--- src/rtl/bcd_rtc_core.sv ---
module bcd_rtc_core #(
  parameter int TICKS_PER_SEC = 32768
) (
  input  logic       clk,
  input  logic       rst_n,
  input  logic       tick_en,
  input  logic       cal_add,
  input  logic       cal_drop,
  input  logic [3:0] addr,
  input  logic [7:0] wdata,
  input  logic       wr_en,
  output logic [7:0] rdata,
  output logic       sec_pulse
);
  localparam int DW = $clog2(TICKS_PER_SEC + 2);
  localparam logic [DW:0] TPS = (DW+1)'(TICKS_PER_SEC);

  function automatic logic [7:0] binc(input logic [7:0] v);
    return (v[3:0] == 4'd9) ? {v[7:4] + 4'd1, 4'd0} : v + 8'd1;
  endfunction

  function automatic logic [7:0] fmask(input logic [2:0] i);
    case (i)
      3'd0, 3'd1: return 8'h7F;
      3'd2:       return 8'h3F;
      3'd3:       return 8'h07;
      3'd4:       return 8'h3F;
      3'd5:       return 8'h1F;
      default:    return 8'hFF;
    endcase
  endfunction

  function automatic logic [7:0] month_len(input logic [7:0] mon, input logic [7:0] yr);
    logic leap;
    leap = (!yr[4] && (yr[3:0] == 4'd0 || yr[3:0] == 4'd4 || yr[3:0] == 4'd8)) ||
           ( yr[4] && (yr[3:0] == 4'd2 || yr[3:0] == 4'd6));
    case (mon)
      8'h02:                      return leap ? 8'h29 : 8'h28;
      8'h04, 8'h06, 8'h09, 8'h11: return 8'h30;
      default:                    return 8'h31;
    endcase
  endfunction

  logic [DW-1:0] div;
  logic [DW:0]   div_sum;
  logic [DW-1:0] div_nxt;
  logic [1:0]    step;
  logic          roll;
  logic [7:0]    core_q [7];
  logic [7:0]    core_n [7];
  logic [7:0]    user_q [7];
  logic          rs, wl;
  logic [3:0]    ofs;
  logic          ctrl_wr, rs_rise, wl_fall, time_wr, frozen;

  always_comb begin
    step = {1'b0, tick_en} + {1'b0, cal_add};
    if (cal_drop && step != 2'd0) step = step - 2'd1;
  end

  assign div_sum = {1'b0, div} + {{(DW-1){1'b0}}, step};
  assign roll    = div_sum >= TPS;
  assign div_nxt = roll ? DW'(div_sum - TPS) : div_sum[DW-1:0];

  always_comb begin
    logic cm, ch, cd, cmo, cy;
    for (int i = 0; i < 7; i++) core_n[i] = core_q[i];
    cm = 1'b0; ch = 1'b0; cd = 1'b0; cmo = 1'b0; cy = 1'b0;
    if (roll) begin
      if (core_q[0] == 8'h59) begin core_n[0] = 8'h00; cm = 1'b1; end
      else core_n[0] = binc(core_q[0]);
    end
    if (cm) begin
      if (core_q[1] == 8'h59) begin core_n[1] = 8'h00; ch = 1'b1; end
      else core_n[1] = binc(core_q[1]);
    end
    if (ch) begin
      if (core_q[2] == 8'h23) begin core_n[2] = 8'h00; cd = 1'b1; end
      else core_n[2] = binc(core_q[2]);
    end
    if (cd) begin
      core_n[3] = (core_q[3] == 8'h07) ? 8'h01 : core_q[3] + 8'd1;
      if (core_q[4] == month_len(core_q[5], core_q[6])) begin core_n[4] = 8'h01; cmo = 1'b1; end
      else core_n[4] = binc(core_q[4]);
    end
    if (cmo) begin
      if (core_q[5] == 8'h12) begin core_n[5] = 8'h01; cy = 1'b1; end
      else core_n[5] = binc(core_q[5]);
    end
    if (cy) core_n[6] = (core_q[6] == 8'h99) ? 8'h00 : binc(core_q[6]);
  end

  assign ofs     = addr - 4'd2;
  assign ctrl_wr = wr_en && addr == 4'd0;
  assign rs_rise = ctrl_wr && wdata[0] && !rs;
  assign wl_fall = ctrl_wr && !wdata[1] && wl;
  assign time_wr = wr_en && addr >= 4'd2 && addr <= 4'd8;
  assign frozen  = rs || wl;

  always_ff @(posedge clk) begin
    if (!rst_n) begin
      div       <= '0;
      sec_pulse <= 1'b0;
      rs        <= 1'b0;
      wl        <= 1'b0;
      for (int i = 0; i < 7; i++) begin
        core_q[i] <= (i == 3 || i == 4 || i == 5) ? 8'h01 : 8'h00;
        user_q[i] <= (i == 3 || i == 4 || i == 5) ? 8'h01 : 8'h00;
      end
    end else begin
      sec_pulse <= roll && !wl_fall;
      if (ctrl_wr) begin
        rs <= wdata[0];
        wl <= wdata[1];
      end
      if (wl_fall) begin
        div <= '0;
        for (int i = 0; i < 7; i++) core_q[i] <= user_q[i];
      end else begin
        div <= div_nxt;
        for (int i = 0; i < 7; i++) core_q[i] <= core_n[i];
      end
      if (rs_rise || !frozen) begin
        for (int i = 0; i < 7; i++) user_q[i] <= core_n[i];
      end else if (time_wr) begin
        user_q[ofs[2:0]] <= wdata & fmask(ofs[2:0]);
      end
    end
  end

  always_comb begin
    if (addr == 4'd0)                      rdata = {6'd0, wl, rs};
    else if (addr >= 4'd2 && addr <= 4'd8) rdata = user_q[ofs[2:0]] & fmask(ofs[2:0]);
    else                                   rdata = 8'h00;
  end
endmodule


--- config.mk ---
export PLATFORM = sky130hd
export DESIGN_NAME = bcd_rtc_core
export DESIGN_NICKNAME = d
export VERILOG_FILES = /design/src/rtl/bcd_rtc_core.sv
export SDC_FILE = /design/constraint.sdc
export NUM_CORES = 1
export LEC_CHECK = 0
export ABC_CLOCK_PERIOD_IN_PS = 3930
export BUFFER_PORTS_ARGS = -buffer_cell sky130_fd_sc_hd__buf_2
export CAP_MARGIN = 20
export CELL_PAD_IN_SITES_DETAIL_PLACEMENT = 1
export CELL_PAD_IN_SITES_GLOBAL_PLACEMENT = 2
export CORE_ASPECT_RATIO = 1.4
export CORE_MARGIN = 2
export CORE_UTILIZATION = 42
export DETAILED_ROUTE_END_ITERATION = 12
export PLACE_DENSITY = 0.89
export SYNTH_ARGS = -nofsm -noshare
export SYNTH_HDL_FRONTEND = slang
export SYNTH_SLANG_ARGS = --single-unit
export TNS_END_PERCENT = 10
--- constraint.sdc ---
create_clock -name clk -period 3.93 [get_ports clk]
set_clock_uncertainty 0.1 [all_clocks]
set_input_delay 0.393 -clock clk [delete_from_list [all_inputs] [get_ports clk]]
set_output_delay 0.393 -clock clk [all_outputs]
set_load 0.1 [all_outputs]
== Word level (Yosys, flattened, before mapping) ==
Memories as Yosys holds them, arrays and structs flattened.
Cells that the tools add are included.
Word-level totals
  word-level logic and storage cells: 190
  bits in latches: 0
  ROM bits: 0
  bits of input ports: 18
  flip-flop bits (word level): 19
  memory bits (writable): 112
  output and inout bits: 9
  memories: 2
Memories
  core_q: words 7, bits a word 8, read ports 7, clocked after Yosys merged registers in 0, write ports 7, RTL line 49  | logic [7:0] core_q [7];
  user_q: words 7, bits a word 8, read ports 8, clocked after Yosys merged registers in 0, write ports 7, RTL line 51  | logic [7:0] user_q [7];
Operators by class
  shift operators: 0
  $lt $le $gt $ge: 3
  reductions and logical operators: 32
  divide/modulo/power cells: 0
  $add $sub $neg: 18
  eq/ne operators: 27
  multiply operators: 0
  muxes and demuxes: 80
  bitwise gates (word level): 24
Operator list (number)
  two-way mux 8 bit: 48
  adder 8 x 1 -> 8 bit, second input constant: 7
  two-way mux 16 bit: 2
  case mux 8 bit (4 select lines): 1
  equality test 4 bit, second input constant: 7
  two-way mux 1 bit: 26
  adder 4 x 1 -> 4 bit, second input constant: 6
  equality test 8 x 3 -> 1 bit, second input constant: 3
  bitwise OR 1 bit: 21
  adder 16 x 2 -> 17 bit: 1
  >= comparator 17 x 16 -> 1 bit, second input constant: 1
  AND 8 bit: 2
  equality test 8 x 5 -> 1 bit, second input constant: 2
  equality test 8 x 7 -> 1 bit, second input constant: 2
  subtractor 16 bit, second input constant: 1
  logical AND 1 bit: 12
  case mux 5 bit (2 select lines): 1
  equality test 4 x 3 -> 1 bit, second input constant: 2
  equality test 8 x 2 -> 1 bit, second input constant: 1
  equality test 8 x 4 -> 1 bit, second input constant: 1
  equality test 8 x 6 -> 1 bit, second input constant: 1
  equality test 8 bit: 1
  equality test 8 bit, second input constant: 1
  logical NOT 4 bit: 2
  other kinds (19): 32

== Depth between registers and ports, before layout ==
  depth in word-level cells: 16
  mapped depth: 13
  gate-level depth less buffers: 12

== Worst setup path after synthesis ==
OpenSTA, ideal clock, no wires.
  path kind: input to output
  start: input port addr[0]
  end: output port rdata[7]
  arrival: 4.457 ns
  stages: 5
  buffers on the path: 3
  setup slack: -1.020 ns
  cells stage by stage: clkbuf_1 -> buf_1 -> clkbuf_1 -> mux2i_1 -> nor4_1
Between the ends
  cells in the longest elaborated chain, start to end: 9
RTL lines
  start, declared: RTL line 9  | input logic [3:0] addr,
  subtractor 3 x 2 -> 3 bit: RTL line 93  | assign ofs = addr - 4'd2;
  equality test 3 bit (tied with other cells): RTL line 23  | case (i)
  OR reduction 2 bit (on tied branches)
  case mux 8 bit (4 select lines): RTL line 23
  two-way mux 8 bit: RTL line 133  | else if (addr >= 4'd2 && addr <= 4'd8) rdata = user_q[ofs[2:0]] & fmask(ofs[2:0]);
  two-way mux 8 bit: RTL line 132  | if (addr == 4'd0) rdata = {6'd0, wl, rs};
  AND 8 bit: RTL line 133
  two-way mux 8 bit: RTL line 133
  two-way mux 8 bit *: RTL line 132
  end, declared: RTL line 12  | output logic [7:0] rdata,
Every way passes the cells marked *; elsewhere a longest branch is shown, timed or not. The select of a mux whose other input is x is not followed.

==> metrics.cfg <==
[pwr]
p_sw_uw=1000
intPower_uw=2860
combPwrFrac=0.103
p_total_uw=3860
p_leak_uw=0.00365
power.density_nw_per_um2=400
seqPwrFrac=0.459
swShare=0.259
ir_drop_v=0.000301
p_clk_frac=0.438

[layout]
final_common_cell=nand2_1
layout.cells.most_common_list=nand2_1 (128), edfxtp_1 (120), conb_1 (56)
fill_cells=2240
final_util=0.491
final_nets=955
drive_gt1_frac=0.125
area_growth_pct=15.7

[cts]
cts_root_buf=clkbuf_16
cts_hold_buf=0
cts_buffers=17
tritoncts=built
clkTransAtPathRegs_ps=60
worstSkewPairLatency_ps=430
cts_setup_buffers=0
ctsResizeCount=0
clk_path_buf_depth=2
cts_sinks=139
h-tree-depth=4

[setup_path]
cp-end-kind=flip-flop
cp_cell_sequence=inv_1 > ha_1 > or3b_1 > or4b_4 > a21oi_1 > mux2i_4 > or2_4 > o31a_1 > a32o_1
slowest_stage=or4b_4
cp.required_ps=4020
cp_max_fo=19
timing.rr.end=core_q[6][5]
r2r_start=core_q[5][5]
cp-start-kind=flip-flop
r2r_cells=9
crit_path_max_incr_delay_ps=530
critical_path_arrival_ps=3660
critPathKind=reg -> reg
r2r_slack_ps=350

[global_route]
grt_max_degree=31
grtUsageTotal=0.266
grt-ovfl-total=0
antenna_found_initial=2
grt_pass1_wl_mm=41.5
first_global_vias=7220

[synthesis]
synthArstFlopShare=0
avgSynthCellArea_um2=10.2
yosysTopAreaCell=edfxtp_1
synth.yosys.seq_area_share=0.477
ys.flop_type=edfxtp_1
synth_top_area_frac=0.432
syn_inst=819
syn_area_um2=8350
yosysUniqueCellTypes=79
synth_edf_count=120
yosys_warnings=0
synth-seq-cells=139
ys_top_cells_by_area=edfxtp_1 (43%), nand2_1 (5.8%), ha_1 (4.6%), dfxtp_1 (4.6%), o22ai_1 (3.3%)

[run]
maxCapViolCount=0

[floorplan]
core_area_um2=19700
die_w_um=123
rows=61
top_level_ports=27
die_h_um=171
start_util=0.424
dieArea_um2=21000

[timing]
layout_min_cycle_time_ps=3580
slew_headroom=0.450
tightest_slew_ps=805
slew_violations=0
holdWs_ps=97.3
rsz0062_at_grt=false
timing.final.crit_share=0.911
max_freq_mhz=279
setup_viol=0
final-hold-violation-count=0

[route]
via_per_inst=5.93
dr.pass1.iters=5
drcViolationCount=0
drt-total-wl_mm=26.5
wire_per_inst_um=22.6
drt_iter0_markers=533
vias=6945
antenna_left=0

[placed_design]
port_buffers=26
post-dp-hpwl_mm=19.5
gp_congestion=0.882

[hold_path]
hold_end=user_q[7][2]
worstHoldStart=wdata[2]
hold_depth=1
hold_path.class=in -> reg

[run_status]
status=complete, no violations

==> power by group through the flow <==
stage / clock network (µW) / logic (µW) / registers (µW)
2_1_floorplan: 0 / 285 / 1760
3_3_place_gp: 0 / 383 / 1800
3_5_place_dp: 0 / 392 / 1800
4_1_cts: 1710 / 395 / 1770
5_1_grt: 1760 / 436 / 1780
6_report: 1690 / 397 / 1770
==> cell usage after synthesis (5+ instances only) <==
cell       count
nand3b_1       7
nor2_1        46
xnor2_1       16
o22ai_1       44
mux2i_1       19
a31oi_1        7
nand2b_1       9
nand3_1       23
o21ai_1        9
mux2_2         6
edfxtp_1     120
o21ai_0       52
o2bb2ai_1      5
and3_1         6
nand2_1      128
o211ai_1       5
inv_1         33
ha_1          31
nand4_1       20
nor3_1        13
dfxtp_1       19
mux4_2         9
clkbuf_1      32
and2_1         6
xor2_1        25
a21oi_1       20
a22o_1         8
nor4_1         7
==> critical path: cells and delay by family, from the launching register on <==
family	cells	cell delay, ps
AO/OA/AOI/OAI	3	830
adder cells (fa/ha/maj)	1	230
buffers and inverters	1	150
flip-flops	1	450
multiplexers	1	290
AND/OR/NAND/NOR	3	1300
==> cell families after synthesis <==
kind of cell             count (synthesis)  share of synthesized area
flip-flops                             139                      0.477
adder cells (fa/ha/maj)                 32                     0.0489
other                                    1                   0.000449
buffers and inverters                   73                     0.0352
XOR/XNOR                                41                     0.0430
AO/OA/AOI/OAI                          204                      0.163
multiplexers                            35                     0.0579
AND/OR/NAND/NOR                        294                      0.174
==> worst max path at each step <==
stage                  from      endpoint  slack, ps  cells after the start
6_report       core_q[5][5]  core_q[6][5]        350                      9
5_1_grt        core_q[5][4]  core_q[6][5]        190                      9
4_1_cts        core_q[5][5]  core_q[6][5]        330                      9
3_5_place_dp        cal_add  user_q[4][0]        160                     14
3_3_place_gp        tick_en  user_q[1][7]        240                     13
2_1_floorplan       addr[0]      rdata[5]       -260                      5
==> per-layer routing <==
layer	global-route usage	part of all wire	vias to the layer above	wire [µm]
li1	-	-	3209	-
met2	0.468	0.52	166	13700
met3	0.0457	0.040	65	1060
met5	0	0.00049	-	13
met4	0.129	0.046	2	1220
met1	0.308	0.39	3503	10400
==> sequential cells by signal, indices dropped and copies added (netlist names) <==
register,count
user_q,64
core_q,56
div,16
rs,1
sec_pulse,1
wl,1
==> through the flow <==
step	cells	cell area [µm²]	setup TNS [ps]	worst slack [ps]
6_report	1171	9660	0	351
4_1_cts	1170	9660	0	326
3_3_place_gp	1138	9030	0	243
5_1_grt	1170	9660	0	186
3_5_place_dp	1138	9030	0	155
2_1_floorplan	874	8560	-685	-258
==> cell type report <==
cell class	instances	area, µm²	area share
clock buffers	26	587	0.0607
inverters	33	124	0.0128
diodes	1	2.50	0.000259
well taps	252	315	0.0326
multi-input cells	662	4280	0.443
clock inverters	6	40.0	0.00414
flip-flops and latches	139	3980	0.412
repair buffers	52	325	0.0337
Power figures use the tool's default switching activity.
